==> config.mk <==
export PLATFORM = sky130hd
export DESIGN_NAME = pll_ctl_seq
export DESIGN_NICKNAME = d
export VERILOG_FILES = /design/src/rtl/pll_ctl_pkg.sv /design/src/rtl/pll_ctl_regs.sv /design/src/rtl/pll_lock_timer.sv /design/src/rtl/pll_pm_seq.sv /design/src/rtl/pll_ctl_seq.sv
export SDC_FILE = /design/constraint.sdc
export NUM_CORES = 1
export LEC_CHECK = 0
export BUFFER_PORTS_ARGS = -buffer_cell sky130_fd_sc_hd__buf_2
export CAP_MARGIN = 25
export CORE_MARGIN = 2
export CORE_UTILIZATION = 45
export CTS_CLUSTER_SIZE = 30
export DETAILED_ROUTE_END_ITERATION = 16
export HOLD_SLACK_MARGIN = 0.15
export PLACE_DENSITY = 0.84
export SETUP_SLACK_MARGIN = 0.15
export SLEW_MARGIN = 0
export SYNTH_ARGS = -nofsm -noshare
export SYNTH_HDL_FRONTEND = slang
export SYNTH_SLANG_ARGS = --single-unit
==> constraint.sdc <==
create_clock -name clk -period 2.15 [get_ports clk]
set_clock_uncertainty 0.2 [all_clocks]
set_input_delay 0 -clock clk [delete_from_list [all_inputs] [get_ports clk]]
set_output_delay 0 -clock clk [all_outputs]
set_load 0.005 [all_outputs]
==> src/rtl/pll_ctl_pkg.sv <==
// Package: control word layout and shared types for the PLL controller.
// Assumes a 32-bit control word; field positions are fixed because software
// and the sequencer decode them.
package pll_ctl_pkg;
    localparam int WORD_W  = 32;
    localparam int MUL_LSB = 23;
    localparam int MUL_W   = 9;
    localparam int PRE_LSB = 18;
    localparam int PRE_W   = 5;
    localparam int PST_LSB = 16;
    localparam int PST_W   = 2;
    localparam int STB_BIT = 10;
    localparam int BYP_BIT = 9;
    localparam int ENA_BIT = 8;
    localparam int SET_LSB = 0;
    localparam int SET_W   = 4;

    typedef enum logic [1:0] {
        SEQ_IDLE = 2'd0,
        SEQ_DROP = 2'd1,
        SEQ_WAIT = 2'd2
    } seq_state_e;

    // Output divider code to division ratio (non-binary map).
    function automatic logic [2:0] postdiv_of(input logic [PST_W-1:0] code);
        case (code)
            2'd0:    postdiv_of = 3'd1;
            2'd1,
            2'd2:    postdiv_of = 3'd2;
            default: postdiv_of = 3'd4;
        endcase
    endfunction
endpackage

==> src/rtl/pll_ctl_regs.sv <==
// Module: control word storage and ratio decode.
// Holds the writable fields, merges the sequencer's enable set/clear
// (which beats a bus write) and presents effective ratios.
// Assumes the stable flag comes from the lock timer.
module pll_ctl_regs
    import pll_ctl_pkg::*;
(
    input  logic                clk,
    input  logic                rst_n,
    input  logic                wr_en,
    input  logic [WORD_W-1:0]   wr_data,
    input  logic                set_en_i,
    input  logic                clr_en_i,
    input  logic                stable_i,
    output logic [WORD_W-1:0]   rd_data,
    output logic                en_o,
    output logic [SET_W-1:0]    settle_o,
    output logic [MUL_W:0]      mult_o,
    output logic [PRE_W:0]      prediv_o,
    output logic [2:0]          postdiv_o
);
    logic [MUL_W-1:0] mul_q;
    logic [PRE_W-1:0] pre_q;
    logic [PST_W-1:0] pst_q;
    logic [SET_W-1:0] set_q;
    logic             byp_q;
    logic             en_q;

    // Field registers; reset leaves the loop off and bypassed.
    always_ff @(posedge clk) begin
        if (!rst_n) begin
            mul_q <= '0;
            pre_q <= '0;
            pst_q <= '0;
            set_q <= '0;
            byp_q <= 1'b1;
        end else if (wr_en) begin
            mul_q <= wr_data[MUL_LSB +: MUL_W];
            pre_q <= wr_data[PRE_LSB +: PRE_W];
            pst_q <= wr_data[PST_LSB +: PST_W];
            set_q <= wr_data[SET_LSB +: SET_W];
            byp_q <= wr_data[BYP_BIT];
        end
    end

    // Enable bit: sequencer actions take priority over software.
    always_ff @(posedge clk) begin
        if (!rst_n)
            en_q <= 1'b0;
        else if (set_en_i)
            en_q <= 1'b1;
        else if (clr_en_i)
            en_q <= 1'b0;
        else if (wr_en)
            en_q <= wr_data[ENA_BIT];
    end

    // Read-back word assembly.
    always_comb begin
        rd_data = '0;
        rd_data[MUL_LSB +: MUL_W] = mul_q;
        rd_data[PRE_LSB +: PRE_W] = pre_q;
        rd_data[PST_LSB +: PST_W] = pst_q;
        rd_data[SET_LSB +: SET_W] = set_q;
        rd_data[STB_BIT]          = stable_i;
        rd_data[BYP_BIT]          = byp_q;
        rd_data[ENA_BIT]          = en_q;
    end

    // Effective ratios; bypass passes the reference straight through.
    always_comb begin
        if (byp_q) begin
            mult_o    = (MUL_W+1)'(1);
            prediv_o  = (PRE_W+1)'(1);
            postdiv_o = 3'd1;
        end else begin
            mult_o    = {1'b0, mul_q} + (MUL_W+1)'(2);
            prediv_o  = {1'b0, pre_q} + (PRE_W+1)'(2);
            postdiv_o = postdiv_of(pst_q);
        end
    end

    assign en_o     = en_q;
    assign settle_o = set_q;

    p_ratio_nonzero_r5: assert property (@(posedge clk) disable iff (!rst_n)
        $countones(postdiv_o) == 1);
endmodule

==> src/rtl/pll_lock_timer.sv <==
// Module: stabilization timer.
// Counts reference ticks while enabled and not yet stable; the flag is
// set one edge after the count reaches settle*SCALE and is masked at once
// by a low enable. Assumes ref_tick is a single-cycle pulse.
module pll_lock_timer #(
    parameter int SET_W = 4,
    parameter int SCALE = 4
) (
    input  logic             clk,
    input  logic             rst_n,
    input  logic             ref_tick_i,
    input  logic             en_i,
    input  logic [SET_W-1:0] settle_i,
    output logic             stable_o
);
    localparam int CNT_W = SET_W + $clog2(SCALE) + 1;

    logic [CNT_W-1:0] cnt_q;
    logic [CNT_W-1:0] target;
    logic             stable_q;

    assign target = CNT_W'(settle_i) * CNT_W'(SCALE);

    // Tick counter and settled flag; cleared whenever the loop is off.
    always_ff @(posedge clk) begin
        if (!rst_n || !en_i) begin
            cnt_q    <= '0;
            stable_q <= 1'b0;
        end else if (!stable_q) begin
            if (cnt_q >= target)
                stable_q <= 1'b1;
            else if (ref_tick_i)
                cnt_q <= cnt_q + 1'b1;
        end
    end

    assign stable_o = stable_q & en_i;

    p_no_early_stable_r8: assert property (@(posedge clk) disable iff (!rst_n)
        $rose(en_i) |-> !stable_o);
endmodule

==> src/rtl/pll_pm_seq.sv <==
// Module: suspend/resume sequencer.
// Suspend: hold the peripheral clocks, then drop the enable.
// Resume: raise the enable, wait for stable, then release the holds.
// Assumes requests are sampled only in the idle state; suspend wins a tie.
module pll_pm_seq
    import pll_ctl_pkg::*;
#(
    parameter int GATE_N = 3
) (
    input  logic              clk,
    input  logic              rst_n,
    input  logic              suspend_req_i,
    input  logic              resume_req_i,
    input  logic              stable_i,
    output logic              set_en_o,
    output logic              clr_en_o,
    output logic [GATE_N-1:0] gate_o
);
    seq_state_e        st_q;
    logic [GATE_N-1:0] gate_q;

    assign set_en_o = (st_q == SEQ_IDLE) && resume_req_i && !suspend_req_i;
    assign clr_en_o = (st_q == SEQ_DROP);
    assign gate_o   = gate_q;

    // State and hold-line register updates.
    always_ff @(posedge clk) begin
        if (!rst_n) begin
            st_q   <= SEQ_IDLE;
            gate_q <= '0;
        end else begin
            case (st_q)
                SEQ_IDLE: begin
                    if (suspend_req_i) begin
                        gate_q <= '1;
                        st_q   <= SEQ_DROP;
                    end else if (resume_req_i) begin
                        st_q   <= SEQ_WAIT;
                    end
                end
                SEQ_DROP: st_q <= SEQ_IDLE;
                SEQ_WAIT: begin
                    if (stable_i) begin
                        gate_q <= '0;
                        st_q   <= SEQ_IDLE;
                    end
                end
                default: st_q <= SEQ_IDLE;
            endcase
        end
    end

    p_gates_before_drop_r9: assert property (@(posedge clk) disable iff (!rst_n)
        clr_en_o |-> (&gate_q));

    p_release_after_lock_r10: assert property (@(posedge clk) disable iff (!rst_n)
        $fell(gate_q[0]) |-> $past(stable_i));
endmodule

==> src/rtl/pll_ctl_seq.sv <==
// Module: top of the PLL controller.
// Ties the control word, lock timer and power sequencer together.
// Assumes one clock domain; ref_tick is already synchronous to clk.
module pll_ctl_seq
    import pll_ctl_pkg::*;
#(
    parameter int STAB_SCALE = 4,
    parameter int GATE_N     = 3
) (
    input  logic              clk,
    input  logic              rst_n,
    input  logic              wr_en,
    input  logic [31:0]       wr_data,
    output logic [31:0]       rd_data,
    input  logic              ref_tick,
    input  logic              suspend_req,
    input  logic              resume_req,
    output logic              pll_en,
    output logic              pll_stable,
    output logic [GATE_N-1:0] gate_hold,
    output logic [9:0]        mult_eff,
    output logic [5:0]        prediv_eff,
    output logic [2:0]        postdiv_eff
);
    logic             set_en;
    logic             clr_en;
    logic [SET_W-1:0] settle;

    pll_ctl_regs u_regs (
        .clk       (clk),
        .rst_n     (rst_n),
        .wr_en     (wr_en),
        .wr_data   (wr_data),
        .set_en_i  (set_en),
        .clr_en_i  (clr_en),
        .stable_i  (pll_stable),
        .rd_data   (rd_data),
        .en_o      (pll_en),
        .settle_o  (settle),
        .mult_o    (mult_eff),
        .prediv_o  (prediv_eff),
        .postdiv_o (postdiv_eff)
    );

    pll_lock_timer #(.SET_W(SET_W), .SCALE(STAB_SCALE)) u_timer (
        .clk        (clk),
        .rst_n      (rst_n),
        .ref_tick_i (ref_tick),
        .en_i       (pll_en),
        .settle_i   (settle),
        .stable_o   (pll_stable)
    );

    pll_pm_seq #(.GATE_N(GATE_N)) u_seq (
        .clk           (clk),
        .rst_n         (rst_n),
        .suspend_req_i (suspend_req),
        .resume_req_i  (resume_req),
        .stable_i      (pll_stable),
        .set_en_o      (set_en),
        .clr_en_o      (clr_en),
        .gate_o        (gate_hold)
    );

    p_drop_with_enable_r7: assert property (@(posedge clk) disable iff (!rst_n)
        $fell(pll_en) |-> !pll_stable);
endmodule

# After elaboration in Yosys (flattened, before gate mapping)

Index checks and enable logic that the tools add are counted.

Bits in registers: 35
Output and inout port bits: 56
Input port bits: 38

Mux-type cells: 16
$lt $le $gt $ge: 1
Bitwise logic cells: 3
Equal/unequal tests: 7
Add/sub/neg operators: 3
Reduce and logical (&&, ||, !) cells: 14

Operators with widths:

| operator                                                         | count |
|---|---|
| 3-bit case mux with 2 select lines                               | 2 |
| 9-bit by 2-bit adder with 10-bit output (second input constant)  | 1 |
| 10-bit two-way mux                                               | 1 |
| 3-bit two-way mux                                                | 3 |
| 7-bit by 1-bit adder with 7-bit output (second input constant)   | 1 |
| 7-bit by 6-bit greater-or-equal comparator with 1-bit output     | 1 |
| 5-bit by 2-bit adder with 6-bit output (second input constant)   | 1 |
| 2-bit two-way mux                                                | 3 |
| 6-bit two-way mux                                                | 1 |
| 3-bit AND reduction                                              | 2 |
| 1-bit two-way mux                                                | 5 |
| 2-bit by 1-bit == test with 1-bit output (second input constant) | 2 |
| 2-bit == test (second input constant)                            | 2 |
| 2-bit zero test                                                  | 2 |
| 2-bit inequality test (second input constant)                    | 2 |
| 2-bit case mux with 2 select lines                               | 1 |
| 1-bit zero test                                                  | 3 |
| 3-bit inequality test (second input constant)                    | 1 |
| 3-bit nonzero test                                               | 1 |
| 1-bit logical AND                                                | 2 |
| 1-bit inverter                                                   | 2 |
| 2-bit AND reduction                                              | 1 |
| 2-bit nonzero test                                               | 1 |
| 2-bit OR reduction                                               | 1 |
| other kinds (2)                                                  | 2 |

# Logic depth before layout (Yosys ltp)

Gate-level depths: netlist of run 1.

Depth after elaboration: 4
Mapped depth: 7
Mapped depth without buffers: 6

# By module

A second synthesis of run 1 with hierarchy kept.

Cells, all modules: 209
Area total of the unflattened synthesis: 1894.3 µm²

By module, submodules not included:

| module         | times used | area an instance (µm²) | cells each |
|---|---|---|---|
| pll_ctl_regs   | 1          | 1239.9                 | 135 |
| pll_lock_timer | 1          | 493.0                  | 57 |
| pll_pm_seq     | 1          | 161.4                  | 17 |

# Least setup slack after synthesis of run 1

OpenSTA, ideal clock, no wires.

Path type: register to register
Start point: register u_regs.set_q[2] (netlist: u_regs.settle_o[2])
End point: register u_timer.cnt_q[4]
Stages on the path, launching flop included: 8
Period minus slack after synthesis: 1.778 ns
Library setup time: 0.070 ns
Data arrival time: 1.508 ns
Required time: 1.880 ns
Setup slack: 0.372 ns
Path through: dfxtp_1 > inv_1 > ha_1 > a21oi_2 > o22ai_2 > buf_6 > or3_1 > a21oi_1

Word-level cells in the longest chain between the ends: 3

RTL lines:

| what                                                         | RTL line             | source |
|---|---|---|
| from (decl)                                                  | pll_ctl_regs.sv:25   | `logic [SET_W-1:0] set_q;` |
| from (signal assigned)                                       | pll_ctl_regs.sv:41   | `set_q <= wr_data[SET_LSB +: SET_W];` |
| 7-bit by 6-bit greater-or-equal comparator with 1-bit output | pll_lock_timer.sv:30 | `if (cnt_q >= target)` |
| 1-bit inverter (no line)                                     | --                   |  |
| 3-bit AND reduction (no line)                                | --                   |  |
| to (signal assigned)                                         | pll_lock_timer.sv:33 | `cnt_q <= cnt_q + 1'b1;` |
| to (decl)                                                    | pll_lock_timer.sv:18 | `logic [CNT_W-1:0] cnt_q;` |

No other way between the ends.
A chain may end at the register's enable or synchronous reset.

# Worst setup path after layout of run 1

Start point: register u_regs.set_q[2] (netlist: u_regs.settle_o[2])
End point: register u_timer.cnt_q[2]

Same word-level chain as after synthesis.

==> results of run 1 <==
## worst max-delay path: stages, from the launching register on
cell     delay, ps
dfxtp_1        370
inv_1           60
ha_1           310
a21oi_2        140
o22ai_2        180
or3_1          390
a21oi_1        130
## through the flow
stage	std cells	area, um^2	power [mW]	hold WS (ps)	utilization (%)
after global routing	377	2760	1.49	361	69.4
after global placement	319	2170	0.884	16.2	54.6
after floorplan	217	1880	0.828	-71.8	-
after CTS	378	2760	1.41	322	69.5
final	377	2760	1.41	313	69.4
after detailed placement	319	2170	0.891	30.6	54.6
## timing repair
item	in CTS	in global routing
hold buffers	51	0
gates resized for setup	0	2
hold endpoints to repair	33	0
setup buffers	0	0
setup endpoints to repair	0	6
## synth_stat cells
library cell	n	area [um^2]
xnor2_1	2	17.5
o31ai_1	1	7.51
o211ai_1	1	7.51
ha_1	10	125
nor4b_1	1	8.76
xor2_1	3	26.3
nor2_1	10	37.5
conb_1	1	3.75
o21ai_0	11	55.1
nor3_4	1	16.3
nor4bb_1	1	10.0
and4b_1	1	10.0
nor3b_1	1	7.51
buf_6	1	11.3
and3_1	2	12.5
or2_2	3	18.8
buf_2	2	10.0
nand3_1	7	35.0
mux2i_1	22	220
or3_1	8	50.1
and2b_2	1	8.76
a21oi_1	11	55.1
a21oi_2	1	8.76
o21a_1	1	7.51
inv_1	11	41.3
dfxtp_1	33	661
nor2b_1	24	150
and2_1	3	18.8
buf_4	14	105
clkbuf_1	5	18.8
a21boi_2	1	11.3
o22ai_2	1	12.5
nand4_1	3	18.8
nand2_1	11	41.3
## layer usage
metal | track usage (%) | wire (um) | up-vias
met1 | 21.6 | 1830 | 826
met4 | 9.25 | 97 | 0
met2 | 40.4 | 2460 | 67
met5 | 0 | 0 | -
li1 | - | - | 917
met3 | 4.28 | 236 | 9
## cells by family (layout without fill, tap and decap cells)
family	Yosys count	after routing	share of synthesized area, %
other cells	1	9	0.203
xor+xnor	5	5	2.37
mux	22	22	11.9
compound gates	28	28	8.93
flops	33	33	35.7
buf+inv	33	143	10.1
simple gates	77	77	24.0
fa+ha+maj	10	10	6.77
## flip-flops by register name, indices dropped and copies added, names as in the netlist
name / flops
u_regs.pst_q: 2
u_regs.byp_q: 1
u_regs.pre_q: 5
u_seq.gate_o: 1
u_seq.st_q: 2
u_timer.cnt_q: 7
u_regs.settle_o: 4
u_timer.stable_q: 1
u_regs.en_o: 1
u_regs.mul_q: 9
## area by class of cell
cell class              count  area share, %
clock inverters             2          0.363
inverters                  11           1.50
multi-input cells         151           37.6
repair buffers            124           31.6
flip-flops and latches     33           24.0
clock buffers               6           2.63
well taps                  50           2.27
## final timing paths
kind | start | slack [ps] | depth (start not counted) | endpoint
worst min-delay path | u_timer.cnt_q[2]$_SDFFE_PP0P_ | 310 | 2 | u_timer.cnt_q[2]$_SDFFE_PP0P_
worst max register to register | u_regs.settle_o[2]$_SDFFE_PN0P_ | 310 | 6 | u_timer.cnt_q[2]$_SDFFE_PP0P_
worst min register to register | u_timer.cnt_q[2]$_SDFFE_PP0P_ | 310 | 2 | u_timer.cnt_q[2]$_SDFFE_PP0P_
worst max-delay path | u_regs.settle_o[2]$_SDFFE_PN0P_ | 310 | 6 | u_timer.cnt_q[2]$_SDFFE_PP0P_
## cells in the final DEF (no fill, tap or decap), types with 2 or more instances in the layout
cell | netlist | layout
or3_1 | 8 | 8
inv_1 | 11 | 11
xor2_1 | 3 | 3
a21oi_1 | 11 | 10
nand4_1 | 3 | 3
and3_1 | 2 | 2
nor2b_1 | 24 | 24
o21ai_0 | 11 | 11
clkbuf_8 | 0 | 5
conb_1 | 1 | 9
nand3_1 | 7 | 7
mux2i_1 | 22 | 22
dfxtp_1 | 33 | 32
ha_1 | 10 | 10
buf_2 | 2 | 74
nor2_1 | 10 | 10
clkinv_2 | 0 | 2
or2_2 | 3 | 3
xnor2_1 | 2 | 2
nand2_1 | 11 | 11
and2_1 | 3 | 3
dlygate4sd3_1 | 0 | 50
a21oi_2 | 1 | 2
## power breakdown
group | total, mW | internal [mW] | switching (mW)
clock | 0.450 | 0.224 | 0.226
combinational | 0.276 | 0.166 | 0.110
sequential | 0.681 | 0.642 | 0.0385
==> summary.md, run 1 <==
| Metric | Value |
|---|---|
| Die W | `around 68 um` |
| FF+latch count, synth | `33` |
| Setup TNS | `0 ps` |
| Setup violations, final | `0` |
| Critical path class | `reg -> reg` |
| Drc violations | `0` |
| DP Worst Slack | `281 ps` |
| Global placer's final weighted congestion | `0.841` |
| Mapped Cells | `209` |
| Max Clk Rate | `0.542 GHz` |
| YS warnings | `0` |
| Peak supply drop | `375 uV` |
| RSZ-0062 raised after global routing | `false` |
| HP Class | `reg -> reg` |
| Final period util | `85.8%` |
| Setup ws final | `around 300 ps` |
| Die H | `68.1 um` |
| Distinct cells, synth | `34` |
| Cell area after synthesis | `1850 um^2` |
| Largest net degree at the start of global routing | `27` |
| Num rows | `23` |
| Worst-path maximum fanout | `14` |
| Root buf cell | `clkbuf_8` |
| Power Dens Cells | `511 nW/um^2` |
| Total Routing Usage GR | `21.0%` |
| Mean post-synth cell area | `8.85 um^2` |
| Grt ovf | `0` |
| Port Buffers | `74` |
| Fillers | `316` |
| Multi-input logic area | `1040 um^2` |
| Critical path arrival | `1850 ps` |
| CTS tree | `built` |
| Clock sink count | `33` |
| Total CTS buffers | `5` |
| Total number of vias | `1,819` |
| Clock Tree Buf Depth | `2` |
| Antenna Violating Nets Remaining | `0` |
| FF+latch area | `662 um^2` |
| Setup crit end kind | `flop` |
| Vias in the first global route | `roughly 1,700` |
| Critical Path RT | `2160 ps` |
| Skew-Pair Late Insertion Delay | `280 ps` |
| Die area | `4640 um^2` |
| Max Cap Violations | `0` |
| Slew @ Worst Pin | `681 ps` |
| H-tree levels | `2` |
| CP startpoint kind | `flop` |
| Fin. Hold Viols | `0` |
| Final #Nets | `374` |
| DR vias/cell | `approximately 4.8` |
| # diodes | `0` |
| Routed WL | `approximately 4600 um` |
| Iter 0 DRT Violations | `56` |
| Initial antenna violation count | `0` |
| Slew Limit Fails | `0` |
| Slew HR | `54.6%` |
| Final worst path period need | `1840 ps` |
| Router iterations before antenna repair | `4` |
| Status | `complete, no violations` |
| Wire per inst | `12.3 um` |
| Core area | `3970 um^2` |
| Syn-to-layout area delta | `49.0%` |
| Seq/Total Area, Yosys | `35.7%` |
| Initial Util | `46.6%` |
| I/O Pins | `94` |
| Clock transition at path regs | `60 ps` |
| HPWL Detailed | `2780 um` |
| Fraction of layout cells with a size suffix above 1 | `27.8%` |
| P_leak | `1.35 nW` |
| First-pass GRT wire length | `7200 um` |
No activity file was read; power rests on OpenSTA's default activity.
==> run 2: changes to the inputs <==
- PLACE_DENSITY: 0.84 -> 0.79
==> run 2 against run 1 <==
Sequential cell count did not move. Clock-buffer cell count down 1. Power down 2.0%. Critical path depth unchanged. Critical endpoint unchanged. Largest cell class unchanged.
==> summary.md, run 2 (synthesis results as in run 1) <==
| Metric | Value |
|---|---|
| I/O Pins | `94` |
| Critical Path RT | `2150 ps` |
| Most frequent cells in the layout | `74 x buf_2, 50 x dlygate4sd3_1, 33 x dfxtp_1, 24 x nor2b_1, 22 x mux2i_1` |
| Fin. Hold Viols | `0` |
| Initial antenna violation count | `0` |
| # diodes | `0` |
| Critical path class | `reg -> reg` |
| Max Clk Rate | `0.533 GHz` |
| Port Buffers | `74` |
| P_leak | `1.34 nW` |
| Max Cap Violations | `0` |
| Peak supply drop | `386 uV` |
| Vias in the first global route | `1,617` |
| Power Dens Cells | `502 nW/um^2` |
| Wire per inst | `12.8 um` |
| Slew Limit Fails | `0` |
| Clock transition at path regs | `60 ps` |
| Skew-Pair Late Insertion Delay | `270 ps` |
| Fraction of layout cells with a size suffix above 1 | `27.1%` |
| Die W | `68.1 um` |
| Num rows | `23` |
| Clock Tree Buf Depth | `2` |
| RSZ-0062 raised after global routing | `false` |
| Worst-path maximum fanout | `14` |
| Largest net degree at the start of global routing | `27` |
| Slew HR | `53.9%` |
| Drc violations | `0` |
| Final period util | `87.2%` |
| Final worst path period need | `1880 ps` |
| Top Registers | `u_regs.mul_q: 9 flops, u_timer.cnt_q: 7 flops, u_regs.pre_q: 5 flops` |
| Status | `complete, no violations` |
| HPWL Detailed | `2920 um` |
| Sw Share | `25.9%` |
| Global placer's final weighted congestion | `0.759` |
| Slew @ Worst Pin | `691 ps` |
| Syn-to-layout area delta | `48.6%` |
| CP startpoint kind | `flop` |
| Critical path arrival | `1880 ps` |
| First-pass GRT wire length | `7060 um` |
| Die area | `about 4600 um^2` |
| Power share of the clock group | `30.1%` |
| Root buf cell | `clkbuf_8` |
| Total Routing Usage GR | `20.3%` |
| Grt ovf | `0` |
| DR vias/cell | `roughly 5` |
| Register name with the most flops | `u_regs.mul_q` |
| Pint | `between 1 and 1.5 mW` |
| Core area | `between 3000 and 4000 um^2` |
| Critical path startpoint | `u_timer.cnt_q[2]$_SDFFE_PP0P_` |
| HP Class | `reg -> reg` |
| Total CTS buffers | `5` |
| CTS tree | `built` |
| Setup repair bufs after CTS | `0` |
| Setup TNS | `0 ps` |
| Net switching power | `~360 uW` |
| Routed WL | `4820 um` |
| Setup violations, final | `0` |
| Router iterations before antenna repair | `4` |
| Initial Util | `~47%` |
| Pwr Total | `1.38 mW` |
| Final Util | `69.2%` |
| Antenna Violating Nets Remaining | `0` |
| Die H | `a little under 70 um` |
| Comb power frac | `20.4%` |
| Iter 0 DRT Violations | `65` |
| Final #Nets | `374` |
| Setup crit end kind | `flop` |
| R2R Path Start | `u_timer.cnt_q[2]$_SDFFE_PP0P_` |
| Total number of vias | `1,864` |
| Most common cell after layout, fill and taps aside | `buf_2` |
| Clock sink count | `33` |
| H-tree levels | `2` |
| Min-delay src | `u_timer.cnt_q[0]$_SDFFE_PP0P_` |
| Max FFs per register | `9` |
| Seq pwr share | `between 40% and 50%` |
-- run 2: cell types whose count changed in the layout (fill, tap and decap cells not counted), sizes merged --
cell / before / now
clkbuf: 6 / 5
clkinv: 2 / 1
-- run 2: final cells by class --
type / instances / area [um^2]
Timing Repair Buffer: 124 / 871
Fill cell: 289 / 1220
Clock inverter: 1 / 5.00
Tap cell: 50 / 62.6
Multi-Input combinational cell: 151 / 1040
Sequential cell: 33 / 661
Inverter: 11 / 41.3
Clock buffer: 5 / 68.8
-- run 2: path summary, 6_finish.rpt --
kind | slack, ps | end | cells past startpoint
setup reg to reg | 270 | u_timer.cnt_q[2]$_SDFFE_PP0P_ | 6
hold / removal | 320 | u_timer.cnt_q[0]$_SDFFE_PP0P_ | 2
setup / recovery | 270 | u_timer.cnt_q[2]$_SDFFE_PP0P_ | 6
hold reg to reg | 320 | u_timer.cnt_q[0]$_SDFFE_PP0P_ | 2
-- run 2: per-layer routing --
metal | up-vias | global-route usage (%) | share of wire, %
li1 | 916 | - | -
met1 | 856 | 21.3 | 41
met2 | 84 | 39.0 | 52
met3 | 8 | 5.59 | 6.2
met4 | 0 | 6.00 | 1.7
met5 | - | 0 | 0
-- run 2: metrics by stage --
step	setup slack, ps	hold slack [ps]	area, um^2	std cells
after global routing	170	338	2750	375
after global placement	316	27.8	2170	319
after CTS	256	317	2740	375
after floorplan	372	-71.8	1880	217
final	274	318	2750	375
after detailed placement	283	26.2	2170	319
-- run 2: timing repair --
action                                  CTS  global route
gates resized for setup                   0             1
endpoints found under the setup margin    0             4
hold buffers                             50             0
hold endpoints to repair                 33             0
-- run 2: worst max-delay path, stage by stage (launching register included) --
cell and delay (ps):
dfxtp_1 420, inv_1 70, ha_1 290, a21boi_2 170, o22ai_4 150, or3_1 370, a21oi_1 140
-- run 2: power by group through the flow --
stage / clock, mW / combinational [mW] / sequential, mW
6_report: 0.415 / 0.282 / 0.683
2_1_floorplan: 0 / 0.142 / 0.686
5_1_grt: 0.453 / 0.312 / 0.688
4_1_cts: 0.427 / 0.272 / 0.682
3_3_place_gp: 0 / 0.192 / 0.694
3_5_place_dp: 0 / 0.198 / 0.695
